$ cat src/rtl/dmem_pkg.sv
package dmem_pkg;
  localparam int unsigned ADDR_W = 8;
  localparam int unsigned DATA_W = 8;
  typedef logic [ADDR_W-1:0] addr_t;
  typedef logic [DATA_W-1:0] data_t;
  typedef enum logic [1:0] {TGT_NONE = 2'd0, TGT_RAM = 2'd1, TGT_SFR = 2'd2} tgt_e;
endpackage

$ cat src/rtl/dmem_route.sv
module dmem_route
  import dmem_pkg::*;
(
  input  addr_t addr_i,
  input  logic  indir_i,
  input  logic  active_i,
  output tgt_e  tgt_o
);
  localparam int unsigned TOP_BIT = ADDR_W - 1;

  always_comb begin
    tgt_o = TGT_NONE;
    if (active_i) begin
      if (!addr_i[TOP_BIT] || indir_i) tgt_o = TGT_RAM;
      else                             tgt_o = TGT_SFR;
    end
  end
endmodule

$ cat src/rtl/dmem_ram.sv
module dmem_ram
  import dmem_pkg::*;
#(
  parameter int unsigned DEPTH = 256
) (
  input  logic  clk_i,
  input  logic  rst_ni,
  input  logic  we_i,
  input  addr_t addr_i,
  input  data_t wdata_i,
  output data_t rdata_o
);
  localparam int unsigned IDX_W = $clog2(DEPTH);

  data_t mem_q [DEPTH];
  logic [IDX_W-1:0] idx;
  assign idx = addr_i[IDX_W-1:0];

  always_ff @(posedge clk_i) begin
    if (we_i) mem_q[idx] <= wdata_i;
  end

  assign rdata_o = mem_q[idx];

  AST_RAM_WRITE_LANDS: assert property (@(posedge clk_i) disable iff (!rst_ni)
    we_i |=> mem_q[$past(idx)] == $past(wdata_i));
endmodule

$ cat src/rtl/dmem_sfr_bank.sv
module dmem_sfr_bank
  import dmem_pkg::*;
#(
  parameter int unsigned NUM_SFR = 2,
  parameter logic [NUM_SFR*DATA_W-1:0] SFR_ADDRS = {8'h8E, 8'hA0},
  parameter logic [NUM_SFR*DATA_W-1:0] SFR_RST   = {8'h00, 8'hFF},
  parameter logic [NUM_SFR*DATA_W-1:0] SFR_WMASK = {8'h01, 8'hFF}
) (
  input  logic  clk_i,
  input  logic  rst_ni,
  input  logic  we_i,
  input  addr_t addr_i,
  input  data_t wdata_i,
  output data_t rdata_o
);
  logic [NUM_SFR-1:0]             hit;
  logic [NUM_SFR-1:0][DATA_W-1:0] sfr_q;
  logic [NUM_SFR-1:0][DATA_W-1:0] rd_term;

  for (genvar g = 0; g < NUM_SFR; g++) begin : g_sfr
    localparam data_t ADDR_G = SFR_ADDRS[g*DATA_W +: DATA_W];
    localparam data_t RST_G  = SFR_RST[g*DATA_W +: DATA_W];
    localparam data_t MASK_G = SFR_WMASK[g*DATA_W +: DATA_W];

    assign hit[g] = (addr_i == ADDR_G);

    always_ff @(posedge clk_i or negedge rst_ni) begin
      if (!rst_ni)             sfr_q[g] <= RST_G & MASK_G;
      else if (we_i && hit[g]) sfr_q[g] <= wdata_i & MASK_G;
    end

    assign rd_term[g] = hit[g] ? sfr_q[g] : '0;
  end

  // unimplemented addresses fall through as 00H
  always_comb begin
    rdata_o = '0;
    for (int i = 0; i < NUM_SFR; i++) rdata_o = rdata_o | rd_term[i];
  end

  AST_SFR_UNIMPL_DROP: assert property (@(posedge clk_i) disable iff (!rst_ni)
    (we_i && hit == '0) |=> $stable(sfr_q));
  AST_SFR_QUIET: assert property (@(posedge clk_i) disable iff (!rst_ni)
    !we_i |=> $stable(sfr_q));
  AST_SFR_ONE_HIT: assert property (@(posedge clk_i) disable iff (!rst_ni)
    $onehot0(hit));
endmodule

$ cat src/rtl/dmem_access_dec.sv
module dmem_access_dec
  import dmem_pkg::*;
#(
  parameter int unsigned RAM_DEPTH = 256,
  parameter int unsigned NUM_SFR   = 2,
  parameter logic [NUM_SFR*DATA_W-1:0] SFR_ADDRS = {8'h8E, 8'hA0},
  parameter logic [NUM_SFR*DATA_W-1:0] SFR_RST   = {8'h00, 8'hFF},
  parameter logic [NUM_SFR*DATA_W-1:0] SFR_WMASK = {8'h01, 8'hFF}
) (
  input  logic       clk_i,
  input  logic       rst_ni,
  input  logic [7:0] addr_i,
  input  logic       indir_i,
  input  logic       rd_i,
  input  logic       wr_i,
  input  logic [7:0] wdata_i,
  output logic [7:0] rdata_o,
  output logic       ram_cs_o,
  output logic       ram_we_o,
  output logic       sfr_cs_o,
  output logic       sfr_we_o,
  output logic       sfr_re_o
);
  tgt_e  tgt;
  logic  active, rd_eff;
  data_t ram_rdata, sfr_rdata;

  assign active = rd_i | wr_i;
  assign rd_eff = rd_i & ~wr_i;  // write wins a shared cycle

  dmem_route u_route (
    .addr_i   (addr_i),
    .indir_i  (indir_i),
    .active_i (active),
    .tgt_o    (tgt)
  );

  assign ram_cs_o = (tgt == TGT_RAM);
  assign sfr_cs_o = (tgt == TGT_SFR);
  assign ram_we_o = ram_cs_o & wr_i;
  assign sfr_we_o = sfr_cs_o & wr_i;
  assign sfr_re_o = sfr_cs_o & rd_eff;

  dmem_ram #(.DEPTH(RAM_DEPTH)) u_ram (
    .clk_i   (clk_i),
    .rst_ni  (rst_ni),
    .we_i    (ram_we_o),
    .addr_i  (addr_i),
    .wdata_i (wdata_i),
    .rdata_o (ram_rdata)
  );

  dmem_sfr_bank #(
    .NUM_SFR   (NUM_SFR),
    .SFR_ADDRS (SFR_ADDRS),
    .SFR_RST   (SFR_RST),
    .SFR_WMASK (SFR_WMASK)
  ) u_sfr (
    .clk_i   (clk_i),
    .rst_ni  (rst_ni),
    .we_i    (sfr_we_o),
    .addr_i  (addr_i),
    .wdata_i (wdata_i),
    .rdata_o (sfr_rdata)
  );

  always_comb begin
    rdata_o = '0;
    if (rd_eff) rdata_o = ram_cs_o ? ram_rdata : sfr_rdata;
  end

  AST_LOW_HALF_RAM: assert property (@(posedge clk_i) disable iff (!rst_ni)
    (active && !addr_i[7]) |-> (ram_cs_o && !sfr_cs_o));
  AST_DIRECT_UPPER_SFR: assert property (@(posedge clk_i) disable iff (!rst_ni)
    (active && addr_i[7] && !indir_i) |-> (sfr_cs_o && !ram_cs_o));
  AST_INDIRECT_UPPER_RAM: assert property (@(posedge clk_i) disable iff (!rst_ni)
    (active && addr_i[7] && indir_i) |-> (ram_cs_o && !sfr_cs_o));
  AST_NO_READ_ZERO: assert property (@(posedge clk_i) disable iff (!rst_ni)
    (!rd_i || wr_i) |-> (rdata_o == 8'h00));
  AST_IDLE_QUIET: assert property (@(posedge clk_i) disable iff (!rst_ni)
    !active |-> !(ram_cs_o || sfr_cs_o || ram_we_o || sfr_we_o || sfr_re_o));
  AST_STROBE_EXCL: assert property (@(posedge clk_i) disable iff (!rst_ni)
    $onehot0({ram_we_o, sfr_we_o, sfr_re_o}));
endmodule

$ cat config.mk
export PLATFORM = sky130hd
export DESIGN_NAME = dmem_access_dec
export DESIGN_NICKNAME = d
export VERILOG_FILES = /design/src/rtl/dmem_pkg.sv /design/src/rtl/dmem_route.sv /design/src/rtl/dmem_ram.sv /design/src/rtl/dmem_sfr_bank.sv /design/src/rtl/dmem_access_dec.sv
export SDC_FILE = /design/constraint.sdc
export NUM_CORES = 2
export LEC_CHECK = 0
export ABC_CLOCK_PERIOD_IN_PS = 3390
export BUFFER_PORTS_ARGS = -buffer_cell sky130_fd_sc_hd__buf_2
export CAP_MARGIN = 20
export CELL_PAD_IN_SITES_DETAIL_PLACEMENT = 1
export CELL_PAD_IN_SITES_GLOBAL_PLACEMENT = 2
export CORE_MARGIN = 2
export CORE_UTILIZATION = 40
export DETAILED_ROUTE_END_ITERATION = 6
export GPL_TIMING_DRIVEN = 0
export HOLD_SLACK_MARGIN = 0.12
export PLACE_DENSITY = 0.7
export SLEW_MARGIN = 20
export SYNTH_ARGS = -nofsm -noshare
export SYNTH_HDL_FRONTEND = slang
export SYNTH_SLANG_ARGS = --single-unit
$ cat constraint.sdc
create_clock -name clk_i -period 3.39 [get_ports clk_i]
set_input_delay 0.678 -clock clk_i [delete_from_list [all_inputs] [get_ports clk_i]]
set_output_delay 0.678 -clock clk_i [all_outputs]
set_load 0.02 [all_outputs]
======== After elaboration in Yosys (flattened, before gate mapping) ========
Memory sizes are Yosys's and may differ from the RTL's.
Index checks and enable logic that the tools add are counted.
word-level totals
  bits in registers ....................... 9
  RAM bits ................................ 2048
  bits of input ports ..................... 21
  output and inout port bits .............. 13
  word-level logic and storage cells ...... 26
  memories kept ........................... 1
memory list
  memory       depth  width  rd ports  clocked after memory_dff  write ports  line            text
  u_ram.mem_q  256    8      1         0                         1            dmem_ram.sv:15  data_t mem_q [DEPTH];
operators by class
  equal/unequal tests ..................... 4
  mux-type cells .......................... 8
  bitwise logic cells ..................... 7
  reduce and logical (&&, ||, !) cells .... 4
operators by type and width
  cell                                                                    count
  8-bit 2-to-1 mux                                                        3
  8-bit equality test (second input constant)                             2
  8-bit by 1-bit OR with 8-bit output                                     1
  1-bit bitwise AND                                                       4
  2-bit 2-to-1 mux                                                        2
  1-bit 2-to-1 mux                                                        3
  2-bit by 1-bit equality test with 1-bit output (second input constant)  1
  2-bit equality test (second input constant)                             1
  1-bit logical AND                                                       2
  1-bit zero test                                                         1
  1-bit logical OR                                                        1
  1-bit inverter                                                          1
  1-bit OR                                                                1

======== Depth between registers and ports, before layout ========
  word-level depth ........................ 8
  mapped depth ............................ 13
  gate-level depth less buffers ........... 7

======== Hierarchy ========
Synthesis repeated with hierarchy kept, for this count alone.
unflattened totals
  cell total of the unflattened synthesis .. 3608
  area, all modules ....................... 79034.6 µm²
modules (own cells, without submodules)
  module           instances  cells each  area each (µm²)  seq. area each (µm²)
  dmem_ram         1          3539        78332.6          61499.0
  dmem_sfr_bank    1          32          474.2            235.2
  dmem_access_dec  1          34          210.2            0.0
  dmem_route       1          3           17.5             0.0

======== Least setup slack after synthesis ========
No wires, ideal clock.
  path kind ............................... input -> output
  from .................................... input port addr_i[0]
  to ...................................... output port rdata_o[5]
  data arrival time ....................... 2.917 ns
  required time ........................... 2.712 ns
  slack ................................... -0.205 ns
  stages on the path ...................... 11
  path buffers ............................ 4
  path through ............................ buf_6 -> buf_6 -> buf_8 -> buf_4 -> nand3b_1 -> o22a_1 -> o221ai_1 -> a211oi_1 -> a21oi_1 -> a221o_1 -> a311oi_1
between the ends
  cells in the longest elaborated chain, start to end .. 5
  elaborated cells between the ends (all ways) .. 6
  classes of those cells .................. eq/ne (1); mux (3); bitwise (1); memory (1)
RTL lines
  item                                                        line                   text
  start, declared                                             dmem_access_dec.sv:12  input logic [7:0] addr_i,
  branches (longest 3 deep; another with memory 256 x 8 bit)  --
  8-bit 2-to-1 mux (*) (2 in a row)                           dmem_access_dec.sv:69  if (rd_eff) rdata_o = ram_cs_o ? ram_rdata : sfr_rdata;
  end, declared                                               dmem_access_dec.sv:17  output logic [7:0] rdata_o,
Mark *: on every way between the ends.

======== Worst setup path after layout ========
  from .................................... input port addr_i[3]
  to ...................................... output port rdata_o[3]
Same word-level chain as after synthesis.

==> results.yml <==
placed_design:
  place.port_buffers: 30
  placement_stage_cell_area_sq_um: 84700
  dp_hpwl_um: 190000
  gp_congestion: 0.939
  detailedPlace.worstSlack_ns: -3.04
final_layout:
  layout_fillers: 17600
  final_common_cell: "edfxtp_1"
  areaGrowthSynthToFinish_pct: 20.6
  layout.cells.most_common_list: "edfxtp_1, mux4_2, clkbuf_16"
  final_layout_size_suffix_gt1_share_pct: 37.0
  multi_input_area_sq_um: 19000
  finish.net_count: 4071
  register_area_sq_um: 61700
  postLayoutCellArea_sq_um: 96500
  share_of_the_core_filled_with_cells_in_the_final_layout_pct: 48.4
clock_tree:
  number_of_clock_buffers_inserted_by_tritoncts: 204
  clock-root-buffer: "clkbuf_16"
  cts_tree: "yes"
  insertion_delay_ns: 0.86
  ctsLongestPathBuffers: 3
  numClockSinks: 2057
  cts.clk_slew.worst_paths_ns: 0.07
  cts_htree_levels: 4
setup_path:
  critPathCapture: "rdata_o[3]"
  cp.required_ns: 2.71
  worst_path_maximum_fanout: 10
  rr_endpoint: "u_sfr.sfr_q[8]$_DFFE_PN0P_"
  worst-path-buf-inv: 6
  cp_top_family: "buffers and inverters"
  worst-r2r-cell-count: 1
  crit_path_start_kind: "primary input"
  critical_path.max_stage_delay_ns: 0.54
  crit_type: "primary input to output pin"
  cp_data_arrival_time_ns: 3.74
  r2r_setup_slack_ns: 2.63
  critical-path-slowest-cell: "a211oi_2"
  path_cells: "buf_4 -> buf_8 -> buf_6 -> clkbuf_16 -> buf_8 -> mux2i_2 -> a22oi_2 -> nand3_2 -> o21ai_0 -> o211ai_1 -> a211oi_2 -> buf_4"
  startpoint: "addr_i[3]"
  cp.depth: 12
  critPathCaptureType: "output pin"
  crit-reg2reg-launch: "u_sfr.sfr_q[8]$_DFFE_PN0P_"
yosys:
  yosysTopAreaCell: "edfxtp_1"
  post_synth_fa_ha_maj_area_fraction_pct: 0
  ys_types: 58
  ys_seq_elements: 2057
  syn-mean-instance-area_sq_um: 22.0
  synth_area_leaders: "edfxtp_1, mux4_2, mux2i_1, nor2_1, buf_4"
  netlist_area_sq_um: 80100
  synth_enable_flop_cells: 2048
  sequential_cell_area_fraction_in_the_yosys_report_pct: 77.1
  synth_compound_area_share_pct: 2.15
  synth_top_family_by_area: "multiplexers"
  synth_cells: 3638
  yosys_most_used_dff: "edfxtp_1"
  yosysWarnings: 0
  post_synthesis_share_of_cell_area_spent_on_and_or_nand_and_nor_gates_pct: 2.47
  synth_async_sr_flop_share_pct: 0.438
  synthDominantCellAreaShare_pct: 76.8
  syn_nets: 3659
  synth_xor_area_share_pct: 0
  synthMuxAreaShare_pct: 16.6
global_routing:
  grtUsageTotal_pct: 28.6
  grt_first_pass_wirelength_um: 389000
  number_of_antenna_violations_at_the_first_check_in_global_routing: 19
  grt_max_degree: 138
  globalRouteOverflowTotal: 0
  first_global_vias: 42800
status:
  violations_in_the_final_reports: "negative setup slack"
  run_status: "finished, violations left"
floorplanning:
  die-height_um: 451
  die_area_sq_um: 204000
  die-width_um: 451
  core-area_sq_um: 199000
  initial_cell_density_of_the_core_pct: 40.2
  ios: 34
  floorplan.rows: 164
sta:
  rsz0062_at_grt: "yes"
  post-route-period-util_pct: 130
  maxClockFrequency_mhz: 226
  timing_hold_violations_final: 0
  timing.clock.skew_ns: 0
  period_minus_slack_ns: 4.42
  finalSetupViolCount: 557
  pnr_worst_setup_slack_ns: -1.03
  worst-slew-pin-transition_ns: 1.15
  max_slew_margin_pct: 23.1
  final_max_slew_viol_count: 0
route:
  num_vias: 43600
  drtPass1Iterations: 6
  wl_per_cell_um: 42.5
  drt_iter0_drc: 6978
  routed_wirelength_um: 293000
  avgViaCountPerCell: 6.33
  antenna_violating_nets_post_route: 0
  drc_errors: 0
pwr:
  vdd_ir_drop_max_mv: 0.430
  p_leak_nw: 30.1
  power.total_mw: 54.6
  p_per_area_nw_per_um2: 566
worst_hold_path:
  hp-class: "primary input to flip-flop"
job:
  max_cap_viol_count: 0
## worst min-delay path by stage
stage / start / to / slack (ns) / cells past startpoint
detailed placement: u_sfr.sfr_q[8]$_DFFE_PN0P_ / u_sfr.sfr_q[8]$_DFFE_PN0P_ / 0.51 / 1
finish: wdata_i[7] / u_ram.mem_q[32][7]$_DFFE_PP_ / 0.23 / 1
CTS: wdata_i[3] / u_ram.mem_q[88][3]$_DFFE_PP_ / 0.17 / 1
global route: wdata_i[3] / u_ram.mem_q[88][3]$_DFFE_PP_ / 0.22 / 1
floorplan: rst_ni / u_sfr.sfr_q[8]$_DFFE_PN0P_ / 0.38 / 0
global placement: u_sfr.sfr_q[8]$_DFFE_PN0P_ / u_sfr.sfr_q[8]$_DFFE_PN0P_ / 0.49 / 1
## routing by layer
layer  routed length, um  global-route usage [%]
met1              109000                    38.3
met2              133000                    42.9
met3               34500                    8.46
met4               15600                    13.8
met5                   0                       0
## state kept, by name (all words and copies together) (netlist names)
signal	flops
u_sfr.sfr_q	9
u_ram.mem_q	2048
## kinds of logic (layout without fill, tap and decap cells)
kind of cell | count (synthesis) | in the layout
DFF | 2057 | 2057
muxes | 675 | 675
and+or+nand+nor | 457 | 457
AOI/OAI and AO/OA | 234 | 234
buffers and inverters | 215 | 796
other | 0 | 8
## cell type report
class	count	area share, %
Inverter	2	0.00778
Buffer	211	3.39
Multi-Input combinational cell	1366	19.7
Clock buffer	241	5.43
Antenna cell	8	0.0207
Sequential cell	2057	64.0
Tap cell	2656	3.44
Timing Repair Buffer	208	2.78
Clock inverter	134	1.30
## per-stage QoR
stage	TNS (ns)	std cells	hold slack (ns)
after floorplan	-0.0946	3638	0.382
after global placement	-8149.38	6324	0.490
after detailed placement	-4006.68	6359	0.514
after CTS	-7.25	6844	0.170
after global routing	-7.84	6877	0.217
final	-32.36	6883	0.233
## power breakdown
| part | total (mW) | internal, mW | switching, mW | leakage [nW] |
|---|---|---|---|---|
| logic | 4.16 | 1.50 | 2.66 | 8.40 |
| clock network | 22.4 | 12.3 | 10.1 | 3.16 |
| registers | 28.0 | 28.0 | 0.0122 | 18.5 |
## Yosys cell counts, types with 3 or more instances
| cell type | n |
|---|---|
| edfxtp_1 | 2048 |
| mux4_2 | 508 |
| nor2_1 | 277 |
| mux2i_1 | 138 |
| clkbuf_1 | 83 |
| nand2_1 | 60 |
| buf_4 | 51 |
| a22oi_1 | 47 |
| buf_2 | 41 |
| o22ai_1 | 40 |
| nand3_1 | 34 |
| buf_6 | 29 |
| a221oi_1 | 28 |
| a21oi_1 | 27 |
| a22o_1 | 27 |
| a211oi_1 | 18 |
| mux2_2 | 18 |
| nor2b_1 | 18 |
| nor3_1 | 13 |
| mux4_1 | 11 |
| nand4_1 | 11 |
| nand2b_1 | 10 |
| and2_1 | 8 |
| dfstp_2 | 8 |
| o21ai_0 | 8 |
| a31oi_1 | 7 |
| or2_2 | 7 |
| a311oi_1 | 6 |
| o211ai_1 | 6 |
| buf_1 | 5 |
| and3_1 | 4 |
| nand3b_1 | 4 |
| a32o_1 | 3 |
| buf_8 | 3 |
| o221ai_1 | 3 |
## timing repair
action                                 4_1_cts  5_1_grt
hold buffers                                 3        0
pin swaps                                   46       33
gates cloned                                 7        0
gates resized for setup                    751      138
setup buffers                              102       32
setup endpoints to repair                 1969      717
endpoints found under the hold margin       17        0
Power figures use the tool's default switching activity.
